[config.mk]
export PLATFORM = sky130hd
export DESIGN_NAME = keyed_wdt
export DESIGN_NICKNAME = d
export VERILOG_FILES = /design/src/rtl/wdt_pkg.sv /design/src/rtl/wdt_keygate.sv /design/src/rtl/wdt_prescaler.sv /design/src/rtl/wdt_counter.sv /design/src/rtl/keyed_wdt.sv
export SDC_FILE = /design/constraint.sdc
export NUM_CORES = 1
export LEC_CHECK = 0
export BUFFER_PORTS_ARGS = -buffer_cell sky130_fd_sc_hd__buf_2
export CAP_MARGIN = 25
export CORE_MARGIN = 5
export CORE_UTILIZATION = 50
export DETAILED_ROUTE_END_ITERATION = 12
export PLACE_DENSITY = 0.76
export SLEW_MARGIN = 20
export SYNTH_ARGS = -nofsm -noshare
export SYNTH_HDL_FRONTEND = slang
export SYNTH_SLANG_ARGS = --single-unit
[constraint.sdc]
create_clock -name clk -period 2.5 [get_ports clk]
set_input_delay 0.375 -clock clk [delete_from_list [all_inputs] [get_ports clk]]
set_output_delay 0.375 -clock clk [all_outputs]
set_load 0.03 [all_outputs]
[src/rtl/wdt_pkg.sv]
package wdt_pkg;

   // Register select on the bus
   typedef enum logic {
      WDT_REG_COUNT = 1'b0,
      WDT_REG_CTRL  = 1'b1
   } wdt_reg_e;

   localparam int unsigned WDT_NUM_REGS = 2;

endpackage

[src/rtl/wdt_keygate.sv]
module wdt_keygate
   import wdt_pkg::*;
#(
   parameter int unsigned BYTE_W = 8,
   parameter logic [BYTE_W-1:0] COUNT_KEY = 8'h5A,
   parameter logic [BYTE_W-1:0] CTRL_KEY = 8'hA5,
   localparam int unsigned WORD_W = 2 * BYTE_W
)(
   input  logic              bus_wr,
   input  logic              bus_addr,
   input  logic [WORD_W-1:0] bus_wdata,
   output logic              count_we,
   output logic              ctrl_we,
   output logic [BYTE_W-1:0] wr_byte
);

   logic [WDT_NUM_REGS-1:0][BYTE_W-1:0] key_tab;
   logic [WDT_NUM_REGS-1:0]             we_vec;
   logic [BYTE_W-1:0]                   key_byte;

   assign key_tab[WDT_REG_COUNT] = COUNT_KEY;
   assign key_tab[WDT_REG_CTRL]  = CTRL_KEY;
   assign key_byte = bus_wdata[WORD_W-1:BYTE_W];
   assign wr_byte  = bus_wdata[BYTE_W-1:0];

   for (genvar g = 0; g < WDT_NUM_REGS; g++) begin : g_reg
      assign we_vec[g] = bus_wr && (bus_addr == g[0]) && (key_byte == key_tab[g]);
   end

   assign count_we = we_vec[WDT_REG_COUNT];
   assign ctrl_we  = we_vec[WDT_REG_CTRL];

endmodule

[src/rtl/wdt_prescaler.sv]
module wdt_prescaler #(
   parameter int unsigned BASE_LOG2 = 5,
   parameter int unsigned SEL_W = 3,
   localparam int unsigned NUM_CODES = 2 ** SEL_W,
   localparam int unsigned PRE_W = BASE_LOG2 + NUM_CODES - 1
)(
   input  logic             clk,
   input  logic             rst_n,
   input  logic             run,
   input  logic             restart,
   input  logic [SEL_W-1:0] sel,
   output logic             tick
);

   logic [PRE_W-1:0]     pre_q;
   logic [NUM_CODES-1:0] tick_by_code;

   if (BASE_LOG2 < 1) begin : g_bad_base
      $error("wdt_prescaler: BASE_LOG2 must be at least 1");
   end

   // Code k ends a period when the low BASE_LOG2+k bits are all ones
   for (genvar k = 0; k < NUM_CODES; k++) begin : g_code
      assign tick_by_code[k] = &pre_q[BASE_LOG2+k-1:0];
   end

   assign tick = run && !restart && tick_by_code[sel];

   always_ff @(posedge clk or negedge rst_n) begin
      if (!rst_n) begin
         pre_q <= '0;
      end else if (!run || restart) begin
         pre_q <= '0;
      end else begin
         pre_q <= pre_q + 1'b1;
      end
   end

   AST_PRE_IDLE: assert property (@(posedge clk) disable iff (!rst_n)
      !run |=> (pre_q == '0)) else $error("prescaler not held while disabled");

   AST_PRE_RESTART: assert property (@(posedge clk) disable iff (!rst_n)
      restart |=> (pre_q == '0) && !tick) else $error("prescaler not restarted");

endmodule

[src/rtl/wdt_counter.sv]
module wdt_counter #(
   parameter int unsigned CNT_W = 8
)(
   input  logic             clk,
   input  logic             rst_n,
   input  logic             load,
   input  logic [CNT_W-1:0] load_val,
   input  logic             step,
   output logic [CNT_W-1:0] cnt_q,
   output logic             wrap
);

   // A load in the same cycle as a step wins; no overflow is reported then
   assign wrap = step && !load && (&cnt_q);

   always_ff @(posedge clk or negedge rst_n) begin
      if (!rst_n) begin
         cnt_q <= '0;
      end else if (load) begin
         cnt_q <= load_val;
      end else if (step) begin
         cnt_q <= cnt_q + 1'b1;
      end
   end

   AST_CNT_HOLD: assert property (@(posedge clk) disable iff (!rst_n)
      (!load && !step) |=> $stable(cnt_q)) else $error("counter moved without a step");

   AST_CNT_LOAD: assert property (@(posedge clk) disable iff (!rst_n)
      load |=> (cnt_q == $past(load_val))) else $error("counter load lost");

   AST_CNT_WRAP: assert property (@(posedge clk) disable iff (!rst_n)
      wrap |=> (cnt_q == '0)) else $error("counter did not wrap to zero");

endmodule

[src/rtl/keyed_wdt.sv]
module keyed_wdt
   import wdt_pkg::*;
#(
   parameter int unsigned CNT_W = 8,
   parameter int unsigned SEL_W = 3,
   parameter int unsigned BASE_LOG2 = 5,
   parameter logic [CNT_W-1:0] COUNT_KEY = 8'h5A,
   parameter logic [CNT_W-1:0] CTRL_KEY = 8'hA5,
   localparam int unsigned WORD_W = 2 * CNT_W
)(
   input  logic              clk,
   input  logic              rst_n,
   input  logic              bus_addr,
   input  logic              bus_wr,
   input  logic [WORD_W-1:0] bus_wdata,
   output logic [CNT_W-1:0]  bus_rdata,
   output logic              irq_interval,
   output logic              rst_req
);

   localparam int unsigned EN_BIT   = CNT_W - 1;
   localparam int unsigned MODE_BIT = CNT_W - 2;
   localparam int unsigned FLAG_BIT = CNT_W - 3;
   localparam logic [CNT_W-1:0] SEL_MASK  = CNT_W'((1 << SEL_W) - 1);
   localparam logic [CNT_W-1:0] FLAG_MASK = CNT_W'(1) << FLAG_BIT;
   localparam logic [CNT_W-1:0] WR_MASK   = (CNT_W'(1) << EN_BIT) | (CNT_W'(1) << MODE_BIT) | SEL_MASK;

   if (CNT_W < SEL_W + 3) begin : g_bad_width
      $error("keyed_wdt: control byte too narrow for the select field");
   end
   if (COUNT_KEY == CTRL_KEY) begin : g_bad_keys
      $error("keyed_wdt: the two register keys must differ");
   end

   logic             count_we, ctrl_we;
   logic [CNT_W-1:0] wr_byte;
   logic [CNT_W-1:0] ctl_q, ctl_d;
   logic [CNT_W-1:0] cnt_q;
   logic             run, reset_mode, tick, wrap, set_flag;
   logic             irq_q, rreq_q;
   logic [SEL_W-1:0] sel;

   wdt_keygate #(
      .BYTE_W    (CNT_W),
      .COUNT_KEY (COUNT_KEY),
      .CTRL_KEY  (CTRL_KEY)
   ) u_keygate (
      .bus_wr    (bus_wr),
      .bus_addr  (bus_addr),
      .bus_wdata (bus_wdata),
      .count_we  (count_we),
      .ctrl_we   (ctrl_we),
      .wr_byte   (wr_byte)
   );

   assign run        = ctl_q[EN_BIT];
   assign reset_mode = ctl_q[MODE_BIT];
   assign sel        = ctl_q[SEL_W-1:0];

   wdt_prescaler #(
      .BASE_LOG2 (BASE_LOG2),
      .SEL_W     (SEL_W)
   ) u_prescaler (
      .clk     (clk),
      .rst_n   (rst_n),
      .run     (run),
      .restart (count_we),
      .sel     (sel),
      .tick    (tick)
   );

   wdt_counter #(
      .CNT_W (CNT_W)
   ) u_counter (
      .clk      (clk),
      .rst_n    (rst_n),
      .load     (count_we),
      .load_val (wr_byte),
      .step     (tick),
      .cnt_q    (cnt_q),
      .wrap     (wrap)
   );

   assign set_flag = wrap && !reset_mode;

   // Control update: flag is clear-only from the bus, set only by overflow
   always_comb begin
      ctl_d = ctl_q;
      if (ctrl_we) begin
         ctl_d = (wr_byte & WR_MASK) | (ctl_q & wr_byte & FLAG_MASK);
      end
      if (set_flag) begin
         ctl_d[FLAG_BIT] = 1'b1;
      end
   end

   always_ff @(posedge clk or negedge rst_n) begin
      if (!rst_n) begin
         ctl_q  <= '0;
         irq_q  <= 1'b0;
         rreq_q <= 1'b0;
      end else begin
         ctl_q  <= ctl_d;
         irq_q  <= set_flag;
         rreq_q <= wrap && reset_mode;
      end
   end

   assign irq_interval = irq_q;
   assign rst_req      = rreq_q;
   assign bus_rdata    = (bus_addr == WDT_REG_CTRL) ? ctl_q : cnt_q;

   AST_KEY_REJECT: assert property (@(posedge clk) disable iff (!rst_n)
      (bus_wr && (bus_wdata[WORD_W-1:CNT_W] != CTRL_KEY))
      |=> ((ctl_q & WR_MASK) == ($past(ctl_q) & WR_MASK))) else $error("control changed by a write without its key");

   AST_IRQ_PULSE: assert property (@(posedge clk) disable iff (!rst_n)
      irq_interval |=> !irq_interval) else $error("interrupt longer than one clock");

   AST_IRQ_AT_ZERO: assert property (@(posedge clk) disable iff (!rst_n)
      irq_interval |-> (cnt_q == '0) && ctl_q[FLAG_BIT]) else $error("interrupt without wrap and flag");

   AST_RST_PULSE: assert property (@(posedge clk) disable iff (!rst_n)
      rst_req |=> !rst_req) else $error("reset request longer than one clock");

   AST_OUT_EXCL: assert property (@(posedge clk) disable iff (!rst_n)
      !(rst_req && irq_interval)) else $error("both overflow outputs active");

   AST_FLAG_STICKY: assert property (@(posedge clk) disable iff (!rst_n)
      (ctl_q[FLAG_BIT] && !ctrl_we) |=> ctl_q[FLAG_BIT]) else $error("flag dropped without a clearing write");

   AST_RESERVED_ZERO: assert property (@(posedge clk) disable iff (!rst_n)
      (ctl_q & ~(WR_MASK | FLAG_MASK)) == '0) else $error("reserved control bits set");

endmodule

* Yosys cells after proc, flatten, opt, wreduce, memory -nomap -nowiden
Cells that the tools add are included.
Storage, ports and cells: register bits after elaboration 30, output and inout port bits 10, logic and storage cells 47
Cells by class: add/subtract/negate cells 2, order comparisons 1, equal/unequal tests 2, multiplexer cells 8, bitwise operators 3, reduce and logical (&&, ||, !) cells 25
Operator list (number):
- $mux 8 | 3
- $reduce_and 8->1 | 2
- $add 12x1->12 const B | 1
- $mux 12 | 1
- $reduce_and 12->1 | 1
- $reduce_and 11->1 | 1
- $logic_and 1x1->1 | 10
- $reduce_and 10->1 | 1
- $reduce_and 9->1 | 1
- $add 8x1->8 const B | 1
- $eq 8x7->1 const B | 1
- $eq 8x8->1 const B | 1
- $or 8x6->8 | 1
- $reduce_and 7->1 | 1
- $and 6x6->6 | 1
- $mux 6 | 1
- $reduce_and 6->1 | 1
- $reduce_and 5->1 | 1
- $lt 3x4->1 const B | 1
- $reduce_bool 2->1 | 2
- $bmux 1 s3 | 1
- $logic_not 1->1 | 3
- $mux 1 | 2
- $logic_or 1x1->1 | 1
- $not 1->1 | 1

* Logic depth before layout (Yosys ltp)
depth in word-level cells 10, mapped depth 12

* By module
Synthesis repeated with hierarchy kept, for this count alone.
Unflattened totals: cell total of the unflattened synthesis 158, area, all modules 1640.3 um^2
By module, submodules not included:
- wdt_prescaler | instances 1, cells an instance 68, area each 660.6 um^2, seq. area each 300.3 um^2
- wdt_counter | instances 1, cells an instance 50, area each 457.9 um^2, seq. area each 200.2 um^2
- keyed_wdt | instances 1, cells an instance 26, area each 396.6 um^2, seq. area each 200.2 um^2
- wdt_keygate | instances 1, cells an instance 14, area each 125.1 um^2, seq. area each 0.0 um^2

* Least setup slack after synthesis
Ideal clock, no wire load.
kind flip-flop to flip-flop, from register u_prescaler.pre_q[0], to register u_counter.cnt_q[0], setup time 0.082 ns, data arrival time 2.377 ns, path slack 0.041 ns, stages on the path, launching flop included 13, clock period less this slack 2.459 ns, cell sequence dfrtp_1 ha_1 nand3_2 inv_1 and3_1 and3_1 ha_1 inv_1 o31ai_1 a21oi_2 buf_6 or4_1 a31oi_1
On the way: cells in the longest elaborated chain, start to end 5
RTL lines:
- start: declaration | RTL line wdt_prescaler.sv:15 | logic [PRE_W-1:0] pre_q;
- start signal: assignment | RTL line wdt_prescaler.sv:35 | pre_q <= pre_q + 1'b1;
- $reduce_and 12->1 (tied with other cells) | RTL line wdt_prescaler.sv:24 | assign tick_by_code[k] = &pre_q[BASE_LOG2+k-1:0];
- $bmux 1 s3 (*) | RTL line wdt_prescaler.sv:27 | assign tick = run && !restart && tick_by_code[sel];
- $mux 1 (not written as such) (*) | RTL line wdt_prescaler.sv:27
- $logic_and 1x1->1 (*) | RTL line wdt_prescaler.sv:27
- $reduce_bool 2->1 (no source line) (*)
- end signal: assignment | RTL line wdt_counter.sv:20 | cnt_q <= load_val;
- end signal: assignment | RTL line wdt_counter.sv:22 | cnt_q <= cnt_q + 1'b1;
- end: declaration | RTL line wdt_counter.sv:9 | output logic [CNT_W-1:0] cnt_q,
Mark *: on every way between the ends. The rest lies on a longest branch, timed or not. The select of a mux whose other input is x is not followed. A chain may end at the register's enable or synchronous reset.

* Worst setup path in the final report
from register u_prescaler.pre_q[0], to register u_counter.cnt_q[7]
Same word-level chain as after synthesis.

==> results.md <==
- Worst Tran Pin Value: 629 ps
- Peak Freq: 0.417 GHz
- Reg-to-reg setup timing slack: ~100 ps
- Skew-Pair Late Insertion Delay: 320 ps
- Dpl cell area: 1870 sq um
- Post-Layout Cell Count: 250
- Full die area: 4560 sq um
- Syn_nets: 196
- Post-synth cell types: 43
- Largest net degree at the start of global routing: 29
- CTS root buf: clkbuf_4
- Final WL: 3.87 mm
- Sw frac: 35.2%
- Htree depth: 1
- Internal: 0.000750 W
- Post-route minimum period: 2400 ps
- Postcts setup bufs: 0
- Slowest cell on the critical path: or4_1
- Setup-failing EPs final: 0
- Vias in the first global route: 1,453
- Num CTS Buffers: 3
- DRC Markers: 0
- M3 GR Usage: 2.66%
- Clock power share: 15.7%
- Row count: 21
- # clock sinks: 28
- Hold buffers post-CTS: 0
- Syn Area/Cell: between 9 and 10 sq um
- GPL Wtd Cong: between 0.8 and 0.9
- Initial DRC count: 79
- Post-Synthesis Cells: 172
- Part of the power in registers: 55.6%
- Post-DP HPWL: 2.94 mm
- Sequential fraction of the synthesis area: 42.3%
- Core Region: 3280 sq um
- Syn-to-layout area delta: 15.9%
- Setup Skew: 4.46 ps
- Number of synthesized flops with an enable pin: 0
- Area of the multi-input gates: 903 sq um
- GRT Total Usage: 19.0%
- Crit-path max FO: 6
- Routed vias/inst: a little under 6
- Slew headroom: 58.1%
- Cells after DPL: approximately 250
- Die Wd: about 68 um
- Crit share post-route: 95.8%
- Fillers: 314
- Worst Setup End Kind: flip-flop
- Synth warn: 0
- Met2 global-route usage: 33.3%
- Initial core utilization: 50.4%
- Max Cap Violations: 0
- I/O pin total: 30
- Main area contributors after synthesis: dfrtp_1, mux2_2, nand2_1, and3_1, ha_1
- Initial antenna violation count: 0
- Grt met1 use: a little under a quarter
- Grt peak-use layer: met2
- Ys flop type: dfrtp_1
- Worst r2r src: u_prescaler.pre_q[0]
- Crit. Startpoint: u_prescaler.pre_q[0]
- WP data arrival: 2650 ps
- CP cell instances: ha_4 -> nand3_2 -> inv_1 -> and3_1 -> and3_1 -> ha_1 -> inv_1 -> o31ai_4 -> a21oi_2 -> or4_1 -> a31oi_1
- Diode count: 0
- Pwr per Cell Area: 603 nW/um^2
- Slowest stage delay, CP: 520 ps
- Register area: 701 sq um
- Worst R2R Path Depth: 11
- Die height: 67.6 um
- Max VDD drop: 0.283 mV
- # port buffers: 29
- Leakage: 0.871 nW
- Clock Path Buffers: 2
- Share of cells above drive strength 1: 28.4%
- Area share of the largest cell type after synthesis: 42.3%
- Comb pwr share: 28.7%
- Via count: 1,442
- Design Area, Final: 1920 sq um
- Synthesized area: 1660 sq um
- Worst-path clk slew: 140 ps
- HP Class: in2async
- Top cell type by total area after synthesis: dfrtp_1
- First-pass GRT wire length: ~6.6 mm
- P_sw: 0.000407 W
- Worst setup endpoint: u_counter.cnt_q[7]
- Global route overflow: 0
- Async S/R FF share, synth: 100%
- CP startpoint kind: flip-flop
- WS Path Type: reg2reg
- Critical Path RT: 2760 ps
- Pins Over Slew Limit: 0
- Pre-Repair DR Iteration Count: 4
- Final net count: 230
- DR WL/cell: 15.5 um
- Status: completed
- Antenna Violating Nets Remaining: 0
- Final Hold Viols: 0
- R2r endpoint: u_counter.cnt_q[7]
- Yosys reg bits: 28
- TritonCTS clock tree: built
cell usage in the layout (no fill, tap or decap), types with 5 or more instances in the layout:
cell      n
buf_2    29
dfrtp_1  28
nand2_1  18
nor2_1   11
inv_1    10
and3_1    9
o21ai_0   8
mux2_2    8
nor3_1    7
buf_4     7
xnor2_1   5
nand3_1   5
nor3b_1   5
worst min-delay path by stage:
stage / from / end / cells past startpoint
CTS: rst_n / u_prescaler.pre_q[10] / 1
floorplan: rst_n / ctl_q[0] / 0
finish: rst_n / u_prescaler.pre_q[10] / 1
global placement: rst_n / u_prescaler.pre_q[11] / 1
global route: rst_n / u_prescaler.pre_q[10] / 1
detailed placement: rst_n / u_prescaler.pre_q[10] / 1
sequential cells by signal (all words and copies together) (netlist names):
name	cells
ctl_q	6
irq_interval	1
rst_req	1
u_counter.cnt_q	8
u_prescaler.pre_q	12
logic make-up (layout without fill, tap and decap cells):
| kind of cell | Yosys count | after routing | synth area share [%] |
|---|---|---|---|
| simple gates | 78 | 78 | 27.3 |
| compound gates | 30 | 30 | 13.4 |
| flops | 28 | 28 | 42.3 |
| buf+inv | 17 | 49 | 4.76 |
| mux | 8 | 8 | 5.44 |
| xor+xnor | 7 | 7 | 3.70 |
| fa+ha+maj | 4 | 4 | 3.02 |
per-layer routing:
layer,vias up,part of all wire (%),wire (um)
met5,-,0,0
met4,0,2.2,87
met3,11,2.2,84
met2,31,52,2030
met1,711,43,1670
li1,689,-,-
layout make-up:
type,instances,area share (%)
multi-input cells,127,47.1
flip-flops and latches,28,36.5
inverters,10,1.96
repair buffers,36,10.3
well taps,46,3.00
clock buffers,3,1.17
synthesized netlist by cell type (all sizes together), types with 2 or more instances:
library cell and count:
a21oi 3, a31oi 3, a32oi 4, and3 9, buf 5, clkbuf 2
dfrtp 28, ha 4, inv 10, mux2 8, nand2 18, nand2b 4
nand3 7, nand4 2, nor2 11, nor2b 3, nor3 7, nor3b 5
nor4 3, nor4bb 2, o21ai 8, o31ai 4, or3 2, or4 3
xnor2 5, xor2 2
what timing repair did:
action | CTS | global route
setup endpoints to repair | 2 | 7
pin swaps | 0 | 1
resized for setup | 1 | 4
worst max-delay path: cells and delay by family, from the launching register on:
| family | cells | cell delay, ps |
|---|---|---|
| and+or+nand+nor | 4 | 950 |
| AOI/OAI and AO/OA | 3 | 470 |
| adders and majority gates | 2 | 310 |
| buffers and inverters | 2 | 150 |
| DFF | 1 | 450 |
power groups by stage:
stage               clock network, W  registers [W]  logic [W]
finish                      0.000182       0.000644   0.000332
floorplan                          0       0.000614   0.000242
detailed placement                 0       0.000644   0.000322
global route                0.000206       0.000658   0.000383
CTS                         0.000186       0.000635   0.000326
global placement                   0       0.000636   0.000314
metrics by stage:
stage | power [W] | util (%) | TNS [ps] | hold slack [ps] | setup WS [ps]
after detailed placement | 0.000967 | 57.0 | -31.2 | 432 | -31.2
after floorplan | 0.000856 | - | 0 | 79.4 | 41.0
after global placement | 0.000950 | 57.0 | 0 | 420 | 122
final | 0.00116 | 58.4 | 0 | 44.2 | 105
after CTS | 0.00115 | 57.8 | 0 | 72.9 | 26.0
after global routing | 0.00125 | 58.4 | -2.93 | 81.6 | -2.93
No activity file was read; power rests on OpenSTA's default activity.
